File: config.mk
export PLATFORM = sky130hd
export DESIGN_NAME = pwm_cmp_gen
export DESIGN_NICKNAME = d
export VERILOG_FILES = /design/src/rtl/pwm_cmp_pkg.sv /design/src/rtl/pwm_wr_seq.sv /design/src/rtl/pwm_reload_ctl.sv /design/src/rtl/pwm_dn_core.sv /design/src/rtl/pwm_cmp_gen.sv
export SDC_FILE = /design/constraint.sdc
export NUM_CORES = 1
export LEC_CHECK = 0
export BUFFER_PORTS_ARGS = -buffer_cell sky130_fd_sc_hd__buf_2
export CORE_MARGIN = 1
export CORE_UTILIZATION = 35
export DETAILED_ROUTE_END_ITERATION = 10
export MAX_ROUTING_LAYER = met4
export PLACE_DENSITY = 0.55
export SLEW_MARGIN = 5
export SYNTH_ARGS = -nofsm -noshare
export SYNTH_HDL_FRONTEND = slang
export SYNTH_SLANG_ARGS = --single-unit
File: constraint.sdc
create_clock -name clk -period 7.4 [get_ports clk]
set_input_delay 0.74 -clock clk [delete_from_list [all_inputs] [get_ports clk]]
set_output_delay 0.74 -clock clk [all_outputs]
set_load 0.01 [all_outputs]
File: src/rtl/pwm_cmp_pkg.sv
package pwm_cmp_pkg;

    localparam int ADDR_W = 3;

    localparam logic [ADDR_W-1:0] A_CMP_LO = 3'd0;
    localparam logic [ADDR_W-1:0] A_CMP_HI = 3'd1;
    localparam logic [ADDR_W-1:0] A_EXT    = 3'd2;
    localparam logic [ADDR_W-1:0] A_TMR_LO = 3'd3;
    localparam logic [ADDR_W-1:0] A_TMR_HI = 3'd4;

    typedef enum logic [2:0] {
        SQ_EMPTY,
        SQ_CMP_LO,
        SQ_CMP_HI,
        SQ_CMP_BOTH,
        SQ_TMR_LO
    } seq_state_e;

    typedef enum logic {
        CT_IDLE,
        CT_RUN
    } cnt_state_e;

endpackage

File: src/rtl/pwm_wr_seq.sv
module pwm_wr_seq
    import pwm_cmp_pkg::*;
#(
    parameter int DATA_W = 8,
    localparam int VAL_W = 2 * DATA_W
) (
    input  logic              clk,
    input  logic              rst,
    input  logic              wr_en,
    input  logic [ADDR_W-1:0] wr_addr,
    input  logic [DATA_W-1:0] wr_data,
    output logic              commit,
    output logic [VAL_W-1:0]  new_n,
    output logic [VAL_W-1:0]  new_m
);

    seq_state_e        seq_q, seq_d;
    logic [DATA_W-1:0] cmp_lo_q, cmp_hi_q, tmr_lo_q;

    logic wr_cl, wr_ch, wr_tl, wr_th;

    always_comb begin
        wr_cl = wr_en && (wr_addr == A_CMP_LO);
        wr_ch = wr_en && (wr_addr == A_CMP_HI);
        wr_tl = wr_en && (wr_addr == A_TMR_LO);
        wr_th = wr_en && (wr_addr == A_TMR_HI);
    end

    // next-state logic of the byte-order tracker
    always_comb begin
        seq_d = seq_q;
        unique case (seq_q)
            SQ_EMPTY: begin
                if (wr_cl)      seq_d = SQ_CMP_LO;
                else if (wr_ch) seq_d = SQ_CMP_HI;
                else if (wr_tl || wr_th) seq_d = SQ_EMPTY;
            end
            SQ_CMP_LO: begin
                if (wr_ch)      seq_d = SQ_CMP_BOTH;
                else if (wr_cl) seq_d = SQ_CMP_LO;
                else if (wr_tl || wr_th) seq_d = SQ_EMPTY;
            end
            SQ_CMP_HI: begin
                if (wr_cl)      seq_d = SQ_CMP_BOTH;
                else if (wr_ch) seq_d = SQ_CMP_HI;
                else if (wr_tl || wr_th) seq_d = SQ_EMPTY;
            end
            SQ_CMP_BOTH: begin
                if (wr_tl)      seq_d = SQ_TMR_LO;
                else if (wr_th) seq_d = SQ_EMPTY;
            end
            SQ_TMR_LO: begin
                if (wr_cl)      seq_d = SQ_CMP_LO;
                else if (wr_ch) seq_d = SQ_CMP_HI;
                else if (wr_th) seq_d = SQ_EMPTY;
            end
            default: seq_d = SQ_EMPTY;
        endcase
    end

    always_ff @(posedge clk) begin
        if (rst) seq_q <= SQ_EMPTY;
        else     seq_q <= seq_d;
    end

    // byte staging; the extension address has no storage
    always_ff @(posedge clk) begin
        if (rst) begin
            cmp_lo_q <= '0;
            cmp_hi_q <= '0;
            tmr_lo_q <= '0;
        end else begin
            if (wr_cl) cmp_lo_q <= wr_data;
            if (wr_ch) cmp_hi_q <= wr_data;
            if (wr_tl) tmr_lo_q <= wr_data;
        end
    end

    always_comb begin
        commit = wr_th && (seq_q == SQ_TMR_LO);
        new_n  = {wr_data, tmr_lo_q};
        new_m  = {cmp_hi_q, cmp_lo_q};
    end

    assert_ext_ignored_R8: assert property (@(posedge clk) disable iff (rst)
        (wr_en && wr_addr == A_EXT) |=> $stable(seq_q) && $stable(cmp_lo_q)
                                        && $stable(cmp_hi_q) && $stable(tmr_lo_q));

    assert_commit_resets_seq_R5: assert property (@(posedge clk) disable iff (rst)
        commit |=> (seq_q == SQ_EMPTY));

endmodule

File: src/rtl/pwm_reload_ctl.sv
module pwm_reload_ctl #(
    parameter int VAL_W = 16
) (
    input  logic             clk,
    input  logic             rst,
    input  logic             running,
    input  logic             commit,
    input  logic [VAL_W-1:0] new_n,
    input  logic [VAL_W-1:0] new_m,
    input  logic             apply,
    output logic [VAL_W-1:0] ld_n,
    output logic [VAL_W-1:0] ld_m,
    output logic [VAL_W-1:0] act_n,
    output logic [VAL_W-1:0] act_m
);

    logic             pend_q;
    logic [VAL_W-1:0] pend_n_q, pend_m_q;

    // a set committed this cycle wins over an older pending set
    always_comb begin
        if (commit) begin
            ld_n = new_n;
            ld_m = new_m;
        end else if (pend_q) begin
            ld_n = pend_n_q;
            ld_m = pend_m_q;
        end else begin
            ld_n = act_n;
            ld_m = act_m;
        end
    end

    always_ff @(posedge clk) begin
        if (rst) begin
            pend_q   <= 1'b0;
            pend_n_q <= '0;
            pend_m_q <= '0;
            act_n    <= '0;
            act_m    <= '0;
        end else begin
            if (apply) begin
                act_n  <= ld_n;
                act_m  <= ld_m;
                pend_q <= 1'b0;
            end else if (commit && running) begin
                pend_q   <= 1'b1;
                pend_n_q <= new_n;
                pend_m_q <= new_m;
            end
        end
    end

    assert_pend_cleared_R7: assert property (@(posedge clk) disable iff (rst)
        apply |=> !pend_q);

    assert_pairs_together_R7: assert property (@(posedge clk) disable iff (rst)
        (!apply) |=> $stable(act_n) && $stable(act_m));

endmodule

File: src/rtl/pwm_dn_core.sv
module pwm_dn_core
    import pwm_cmp_pkg::*;
#(
    parameter int VAL_W = 16
) (
    input  logic             clk,
    input  logic             rst,
    input  logic             cnt_stb,
    input  logic             commit,
    input  logic [VAL_W-1:0] ld_n,
    input  logic [VAL_W-1:0] ld_m,
    input  logic [VAL_W-1:0] act_n,
    input  logic [VAL_W-1:0] act_m,
    output logic             running,
    output logic             apply,
    output logic             pwm_q,
    output logic             uf_q
);

    cnt_state_e       st_q, st_d;
    logic [VAL_W-1:0] cnt_q, cnt_d, m_next;
    logic             start, reload;

    always_comb begin
        running = (st_q == CT_RUN);
        start   = (st_q == CT_IDLE) && commit;
        reload  = running && cnt_stb && (cnt_q == '0);
        apply   = start || reload;
    end

    always_comb begin
        st_d = st_q;
        unique case (st_q)
            CT_IDLE: if (start) st_d = CT_RUN;
            CT_RUN:  st_d = CT_RUN;
            default: st_d = CT_IDLE;
        endcase
    end

    always_comb begin
        if (apply)                cnt_d = ld_n;
        else if (running && cnt_stb) cnt_d = cnt_q - 1'b1;
        else                      cnt_d = cnt_q;
        m_next = apply ? ld_m : act_m;
    end

    // state register
    always_ff @(posedge clk) begin
        if (rst) begin
            st_q  <= CT_IDLE;
            cnt_q <= '0;
        end else begin
            st_q  <= st_d;
            cnt_q <= cnt_d;
        end
    end

    // output register
    always_ff @(posedge clk) begin
        if (rst) begin
            pwm_q <= 1'b0;
            uf_q  <= 1'b0;
        end else begin
            pwm_q <= (st_d == CT_RUN) && (cnt_d >= m_next);
            uf_q  <= reload;
        end
    end

    assert_idle_quiet_R1: assert property (@(posedge clk) disable iff (rst)
        (st_q == CT_IDLE) |-> (!pwm_q && !uf_q));

    assert_uf_loads_n_R2: assert property (@(posedge clk) disable iff (rst)
        uf_q |-> (cnt_q == act_n));

    assert_cnt_within_n_R2: assert property (@(posedge clk) disable iff (rst)
        running |-> (cnt_q <= act_n));

    assert_full_duty_R4: assert property (@(posedge clk) disable iff (rst)
        (running && act_m == '0) |-> pwm_q);

    assert_hold_no_strobe_R9: assert property (@(posedge clk) disable iff (rst)
        (running && !cnt_stb) |=> ($stable(cnt_q) && !uf_q));

endmodule

File: src/rtl/pwm_cmp_gen.sv
module pwm_cmp_gen
    import pwm_cmp_pkg::*;
#(
    parameter int DATA_W = 8,
    localparam int VAL_W = 2 * DATA_W
) (
    input  logic              clk,
    input  logic              rst,
    input  logic              cnt_stb,
    input  logic              wr_en,
    input  logic [2:0]        wr_addr,
    input  logic [DATA_W-1:0] wr_data,
    output logic              pwm_out,
    output logic              uf_pulse
);

    logic             commit, running, apply;
    logic [VAL_W-1:0] new_n, new_m, ld_n, ld_m, act_n, act_m;

    pwm_wr_seq #(.DATA_W(DATA_W)) u_seq (
        .clk     (clk),
        .rst     (rst),
        .wr_en   (wr_en),
        .wr_addr (wr_addr),
        .wr_data (wr_data),
        .commit  (commit),
        .new_n   (new_n),
        .new_m   (new_m)
    );

    pwm_reload_ctl #(.VAL_W(VAL_W)) u_rld (
        .clk     (clk),
        .rst     (rst),
        .running (running),
        .commit  (commit),
        .new_n   (new_n),
        .new_m   (new_m),
        .apply   (apply),
        .ld_n    (ld_n),
        .ld_m    (ld_m),
        .act_n   (act_n),
        .act_m   (act_m)
    );

    pwm_dn_core #(.VAL_W(VAL_W)) u_core (
        .clk     (clk),
        .rst     (rst),
        .cnt_stb (cnt_stb),
        .commit  (commit),
        .ld_n    (ld_n),
        .ld_m    (ld_m),
        .act_n   (act_n),
        .act_m   (act_m),
        .running (running),
        .apply   (apply),
        .pwm_q   (pwm_out),
        .uf_q    (uf_pulse)
    );

    assert_uf_single_R2: assert property (@(posedge clk) disable iff (rst)
        (uf_pulse && !$past(rst)) |-> !$past(uf_pulse) || $past(cnt_stb));

endmodule

---- Yosys cells after proc, flatten, opt, wreduce, memory -nomap -nowiden ----
Cells that the tools add are included.
operators by class
  eq/ne operators ......................... 7
  add/subtract/negate cells ............... 1
  $lt $le $gt $ge ......................... 1
  reductions and logical operators ........ 17
  bitwise gates (word level) .............. 2
  muxes and demuxes ....................... 20
operators with widths
  operator                                             number
  two-way mux 16 bit                                   7
  two-way mux 3 bit                                    10
  greater-or-equal comparator 16 bit                   1
  zero test 16 bit                                     1
  subtractor 16 x 1 -> 16 bit, second input constant   1
  case mux 3 bit (5 select lines)                      1
  logical AND 1 bit                                    10
  equality test 3 x 2 -> 1 bit, second input constant  3
  equality test 3 x 1 -> 1 bit, second input constant  2
  equality test 3 bit, second input constant           2
  zero test 3 bit                                      2
  logical OR 1 bit                                     2
  inverter 1 bit                                       2
  case mux 1 bit (2 select lines)                      1
  AND reduction 2 bit                                  1
  OR reduction 2 bit                                   1
  two-way mux 1 bit                                    1
storage, ports and cells
  bits in registers ....................... 111
  output and inout bits ................... 2

---- Depth between registers and ports, before layout ----
Gate-level depths: netlist of the first run.
  word-level depth ........................ 8
  mapped depth ............................ 16
  gate-level depth less buffers ........... 13

---- Modules after synthesis ----
Synthesis of the first run repeated with hierarchy kept, for this count alone.
unflattened totals
  cells, all modules ...................... 758
  area, all modules ....................... 6109.6 sq um
modules (own cells, without submodules)
  module          area each (sq um)  instances  cells an instance
  pwm_reload_ctl  3281.9             1          426
  pwm_dn_core     1601.5             1          181
  pwm_wr_seq      1226.2             1          151

---- Least setup slack after synthesis of the first run ----
OpenSTA, ideal clock, no wires.
  path type ............................... in2reg
  from .................................... in wr_addr[2]
  to ...................................... reg u_core.pwm_q
  arrival ................................. 3.116 ns
  setup slack ............................. 4.169 ns
  stages on the path ...................... 12
  library setup time ...................... 0.115 ns
  buffers on the path ..................... 2
  path through ............................ clkbuf_1 > nor4bb_1 > o2bb2a_1 > a221oi_2 > buf_4 > o22ai_1 > ha_1 > a21o_1 > a21o_1 > a21oi_1 > nor2_1 > o21a_1
on the way
  word-level cells in the longest chain between the ends .. 8
  elaborated cells on any way between the ends .. 13
  classes of those cells .................. order compare: 1; eq/ne: 1; mux: 6; reduce/logical: 5
ends and longest elaborated chain
  what                                          RTL line                              source
  start: declaration                            pwm_cmp_gen.sv:11                     input logic [2:0] wr_addr,
  equality test 3 bit (*)                       pwm_wr_seq.sv:26                      wr_th = wr_en && (wr_addr == A_TMR_HI);
  logical AND 1 bit (*)                         pwm_wr_seq.sv:26
  logical AND 1 bit (*)                         pwm_wr_seq.sv:80                      commit = wr_th && (seq_q == SQ_TMR_LO);
  logical AND 1 bit                             pwm_dn_core.sv:26                     start = (st_q == CT_IDLE) && commit;
  logical OR 1 bit                              pwm_dn_core.sv:28                     apply = start || reload;
  two-way mux 16 bit, on equally long branches  pwm_dn_core.sv:41, pwm_dn_core.sv:44
  greater-or-equal comparator 16 bit            pwm_dn_core.sv:64                     pwm_q <= (st_d == CT_RUN) && (cnt_d >= m_next);
  logical AND 1 bit (*)                         pwm_dn_core.sv:64
  end signal: assignment                        pwm_dn_core.sv:64
  end: declaration                              pwm_dn_core.sv:16                     output logic pwm_q,
Mark *: on every way between the ends. The rest lies on a longest branch, timed or not.
A chain may end at the register's enable or synchronous reset.

---- Worst setup path after layout of the first run ----
  from .................................... in wr_addr[1]
  to ...................................... reg u_core.pwm_q
The elaborated chain is that of the path after synthesis.

==> out/qor.csv, run 1 <==
metric,value,unit
synth_common_cells,"nand2_1, dfxtp_1, a21oi_1, nor2_1, clkbuf_1",
crit_family,compound AO/OA/AOI/OAI gates,
report.final.slew_viol_count,0,
combPwrFrac,0.029,
place_hpwl,9200,um
clkPwrFrac,0.435,
drt_drc_violations_left,2,
grt-ovfl-total,0,
synth_area_per_cell,8.10,um2
drive_gt1_frac,0.0937,
p_sw_frac,0.217,
postCtsSetupBuffers,0,
fin_crit_sh,0.517,
coreArea,14600,um2
finalCriticalPeriod,3820,ps
tightest_slew,1170,ps
fmax,262,MHz
place_congestion,0.864,
syn_nets,687,
synth_async_sr_flop_share,0,
cts.repair.resized,0,
cts_tree,built,
total_power,1.12,mW
ys_seq_area_frac,0.419,
start_util,0.362,
ys_seq_elements,111,
cts-htree-levels,3,
syn_to_final_growth,9.00,%
setup_violations,0,
max_slew_margin,0.221,
end_kind,register,
clock_latency,360,ps
die-area,15600,um2
cts_buffers,9,
die_w,125,um
cts_hold_buffers,0,
yosysTopAreaCellShare,0.419,
utilization,0.394,
synth-edff-count,0,
max_cap_viol_count,0,
wl_per_cell,16.7,um
ys_top_cells_by_area,"dfxtp_1, nand2_1, a21oi_1",
port_buffers,16,
grt_pass1_vias,4231,
path_max_fanout,52,
vias_per_cell,5.33,
status,finished with violations,
crit_buf_inv,2,
ys_types,57,
clk_pin_slew,70,ps
critPathMaxStageDelay,970,ps
synth_most_common_cell,nand2_1,
required,7650,ps
rsz0062_at_grt,no,
grt_start_max_net_pins,111,
yosys.area.top_type,dfxtp_1,
vias,4452,
grt_antenna_before_repair,0,
layout.nets,679,
drtIter0Drc,349,
crit_chain,buf_2 > nor3b_1 > nand4_2 > buf_4 > a221oi_2 > nor2_1 > or2_2 > ha_1 > a21o_1 > a21oi_1 > o211ai_1 > o21a_1,
violations,DRC,
fin_tns_setup,0,ps
hold_violations,0,
critical_path_class,in -> reg,
cts.sinks,111,
drt_pre_antenna_iters,8,
clock-root-buffer,clkbuf_16,
io-pin-count,17,
clock_path_buffers,2,
critPathLaunchType,input port,
rows,44,
power.switching,0.244,mW
power_density,195,nW/um2
n_antenna_cell,0,
grt_pass1_wl,22500,um
worstPathArrival,4080,ps
intPower,0.880,mW
syn_inst,654,
fin_skew,7.07,ps
finalWirelength,14000,um
irDropWorstVdd,188,uV
track_usage,0.191,
cp_slowest_cell,a221oi_2,
hold_class,reg -> reg,
syn_area,5300,um2
drtAntennaViolNets,0,
p_seq_frac,0.537,
p_leak,2.11,nW
ys_warn_count,0,
die_h,125,um
synth_ff_type,dfxtp_1,
[worst paths after layout]
| kind | to | depth (start not counted) | slack (ps) | startpoint |
|---|---|---|---|---|
| max | u_core.pwm_q | 12 | 3580 | wr_addr[1] |
| min | u_rld.pend_m_q[9] | 2 | 450 | u_rld.pend_m_q[9] |
| max reg2reg | u_core.pwm_q | 11 | 3800 | u_core.cnt_q[3] |
| min reg2reg | u_rld.pend_m_q[9] | 2 | 450 | u_rld.pend_m_q[9] |
[power by group through the flow]
stage / combinational (mW) / clock (mW) / sequential, mW
after detailed placement: 0.0319 / 0 / 0.617
after global routing: 0.0353 / 0.527 / 0.603
after global placement: 0.0314 / 0 / 0.617
after CTS: 0.0320 / 0.500 / 0.603
final: 0.0322 / 0.489 / 0.603
after floorplan: 0.0180 / 0 / 0.616
[through the flow]
| step | std cells | hold WS [ps] | worst slack, ps | instance area [um2] |
|---|---|---|---|---|
| 2_1_floorplan | 654 | 431 | 4170 | 5300 |
| 3_3_place_gp | 819 | 438 | 3230 | 5480 |
| 3_5_place_dp | 819 | 443 | 3170 | 5480 |
| 4_1_cts | 835 | 453 | 3540 | 5780 |
| 5_1_grt | 835 | 472 | 3230 | 5780 |
| 6_report | 835 | 448 | 3580 | 5780 |
[layer usage]
metal | global-route usage | vias up | wire length, um
li1 | - | 2244 | -
met1 | 0.240 | 2108 | 6570
met2 | 0.303 | 82 | 6570
met3 | 0.0402 | 18 | 575
met4 | 0.0689 | 0 | 264
met5 | - | - | 0
[layout make-up]
class                      count  area, um2
fill                        1492       8870
multi-input combinational    497       2890
sequential                   111       2220
clock buffer                  13        250
tap                          184        230
timing repair buffer          21        120
clock inverter                 3       42.5
inverter                       6       22.5
[logic make-up (layout without fill, tap and decap cells)]
logic type | Yosys count | in the layout | synth area share
and+or+nand+nor | 277 | 277 | 0.240
AOI/OAI and AO/OA | 155 | 155 | 0.172
DFF | 111 | 111 | 0.419
buffers and inverters | 46 | 43 | 0.0357
muxes | 36 | 36 | 0.0723
adders and majority gates | 18 | 18 | 0.0425
xor gates and xnor gates | 11 | 11 | 0.0182
[flip-flops by register name, summed over array words and instances, names as in the netlist]
signal          flops
u_core.cnt_q       16
u_rld.act_m        16
u_rld.act_n        16
u_rld.pend_m_q     16
u_rld.pend_n_q     16
u_seq.cmp_hi_q      8
u_seq.cmp_lo_q      8
u_seq.tmr_lo_q      8
u_seq.seq_q         3
u_core.pwm_q        1
u_core.running      1
u_core.uf_q         1
u_rld.pend_q        1
[placed cells by master (no fill, tap or decap), types with 2 or more instances in the layout]
cell type and count:
nor4bb_1 2, ha_1 18, xor2_1 2, or2_2 3
a31oi_1 2, clkbuf_1 3, nand3_1 4, clkbuf_16 9
o21ai_0 7, o22ai_1 13, a21o_1 4, mux2i_1 18
xnor2_1 9, nand4b_1 2, buf_4 6, nor3_1 6
nand2_1 179, nand2b_1 16, buf_2 15, dfxtp_1 111
nand4_1 5, nor2_1 31, nand3b_1 3, nor2b_1 6
and2_1 3, inv_1 6, a21oi_1 97, mux2_2 18
nor4_1 4, o21a_1 3, o211ai_1 16
[worst reg2reg max path, cell delays in order, from the launching register on]
cell	delay, ps
dfxtp_1	370
nor4_4	590
nand4b_4	240
o21ai_2	830
o211ai_1	400
nand2_1	190
ha_1	250
nand4_1	140
nor2_1	80
a21oi_1	130
o211ai_1	100
o21a_1	170
Note: power is estimated with default switching activity, not from simulation.
==> run 2, diff against run 1 <==
==> constraint.sdc (replaced) <==
create_clock -name clk -period 3.7 [get_ports clk]
set_input_delay 0.37 -clock clk [delete_from_list [all_inputs] [get_ports clk]]
set_output_delay 0.37 -clock clk [all_outputs]
set_load 0.01 [all_outputs]
==> out/qor.csv, run 2 (synthesized netlist as in run 1, its figures left out) <==
metric,value,unit,change
status,finished with violations,,
violations,DRC,,
clk_pin_slew,70,ps,about the same
path_max_fanout,9,,-83%
power.switching,0.499,mW,+100%
rows,44,,unchanged
drive_gt1_frac,0.106,,+0.0127
worstHoldStart,wr_data[4],,
power_density,372,nW/um2,+91%
io-pin-count,17,,unchanged
die_w,125,um,unchanged
grt_antenna_before_repair,0,,unchanged
layout.nets,686,,+1.0%
place_congestion,0.810,,-6.2%
grt_start_max_net_pins,111,,unchanged
finalCriticalPeriod,3210,ps,
fin_skew,8.60,ps,+1.53 ps
drtIter0Drc,299,,-14%
cts_buffers,9,,unchanged
hold_violations,0,,unchanged
place_hpwl,9690,um,+5.4%
combPwrFrac,0.030,,about the same
drt_drc_violations_left,2,,unchanged
p_seq_frac,0.556,,+0.019
cts.sinks,111,,unchanged
track_usage,0.195,,+0.00359
die_h,125,um,unchanged
startpoint,u_core.cnt_q[3],,
p_sw_frac,0.230,,+0.0127
tightest_slew,1220,ps,+47.0 ps
nFillCells,1517,,+1.7%
r2r-start,u_core.cnt_q[3],,
placed_area,5560,um2,+1.4%
vias_per_cell,5.35,,+0.28%
regToRegSetupSlack,490,ps,-3310 ps
final_common_cell,nand2_1,,
report.final.slew_viol_count,0,,unchanged
clock-root-buffer,clkbuf_16,,
syn_to_final_growth,9.94,%,
clock_latency,350,ps,about the same
drtAntennaViolNets,0,,unchanged
rsz0062_at_grt,no,,
port_buffers,16,,unchanged
fin_area,5830,um2,+0.87%
rr_worst_depth,11,,unchanged
grt_pass1_vias,4222,,-0.21%
worstPathArrival,3500,ps,-580 ps
required,3990,ps,-3660 ps
die-area,15600,um2,unchanged
fin_crit_sh,0.867,,
layout_common_cells,"nand2_1, dfxtp_1, a21oi_1, nor2_1",,
vias,4502,,+1.1%
clock_path_buffers,2,,unchanged
clkPwrFrac,0.414,,-0.021
critPathLaunchType,register,,
cts.repair.resized,0,,unchanged
grt_pass1_wl,22700,um,+1.2%
cts_hold_buffers,0,,unchanged
critical_path_class,reg -> reg,,
end_kind,register,,
intPower,1.67,mW,+90%
n_antenna_cell,0,,unchanged
fmax,312,MHz,
irDropWorstVdd,259,uV,+38%
finalWirelength,14400,um,+3.1%
max_cap_viol_count,0,,unchanged
hold_class,in -> reg,,
drt_pre_antenna_iters,9,,+1
r2r_end,u_core.pwm_q,,
coreArea,14600,um2,unchanged
p_leak,2.15,nW,+1.8%
max_slew_margin,0.189,,-0.0314
start_util,0.362,,unchanged
total_power,2.17,mW,+93%
fin_tns_setup,0,ps,unchanged
postCtsSetupBuffers,0,,unchanged
cts-htree-levels,3,,unchanged
grt-ovfl-total,0,,unchanged
wl_per_cell,17.1,um,+2.3%
setup_violations,0,,unchanged
crit_end,u_core.pwm_q,,
cts_tree,built,,
-- run 2: cell count changes in the layout (fill, tap and decap cells not counted) --
cell       previous run  this run
clkbuf_1              3         1
clkinv_2              1         4
buf_12                0         2
clkbuf_8              1         0
inv_6                 0         1
buf_4                 6        11
bufinv_16             1         0
-- run 2: metal layers --
metal / vias up / track usage / share of wire / wire (um)
met3: 24 / 0.0252 / 0.032 / 457
li1: 2259 / - / - / -
met2: 62 / 0.330 / 0.49 / 7100
met4: 0 / 0.0818 / 0.025 / 354
met5: - / - / 0 / 0
met1: 2157 / 0.233 / 0.45 / 6500
-- run 2: worst min path at each step --
stage                         end  slack (ps)  cells past startpoint
6_report       u_rld.pend_n_q[12]         320                      3
5_1_grt        u_rld.pend_n_q[10]         320                      3
4_1_cts         u_seq.cmp_lo_q[0]         310                      3
3_5_place_dp   u_rld.pend_m_q[12]         440                      2
3_3_place_gp    u_rld.pend_m_q[4]         440                      2
2_1_floorplan   u_rld.pend_m_q[3]         430                      2
-- run 2: power groups by stage --
stage | sequential, mW | clock [mW] | combinational [mW]
after global routing | 1.21 | 0.967 | 0.0713
after CTS | 1.21 | 0.924 | 0.0655
after floorplan | 1.23 | 0 | 0.0359
after detailed placement | 1.23 | 0 | 0.0654
after global placement | 1.23 | 0 | 0.0640
final | 1.21 | 0.899 | 0.0648
-- run 2: cell type report --
cell class / instances / area (um2) / share of cell area
clock inverters: 6 / 36.3 / 0.00623
multi-input cells: 497 / 2890 / 0.496
flip-flops and latches: 111 / 2220 / 0.381
inverters: 6 / 22.5 / 0.00387
repair buffers: 28 / 198 / 0.0339
well taps: 184 / 230 / 0.0395
clock buffers: 10 / 229 / 0.0393
-- run 2: through the flow --
step | utilization | hold WS, ps | instances | worst slack (ps)
finish | 0.398 | 316 | 842 | 492
global route | 0.398 | 324 | 842 | 231
CTS | 0.398 | 308 | 842 | 517
detailed placement | 0.380 | 442 | 826 | 556
global placement | 0.380 | 436 | 826 | 588
floorplan | - | 431 | 654 | 839
-- run 2: critical path, cell delays in order, from the launching register on --
cell,delay (ps)
dfxtp_1,380
nor4_4,590
nand3_2,290
o41a_1,440
o22ai_1,200
nand2_1,130
ha_1,320
nand4_1,140
nor2_1,180
o2111ai_1,140
o211ai_1,190
o21a_1,140
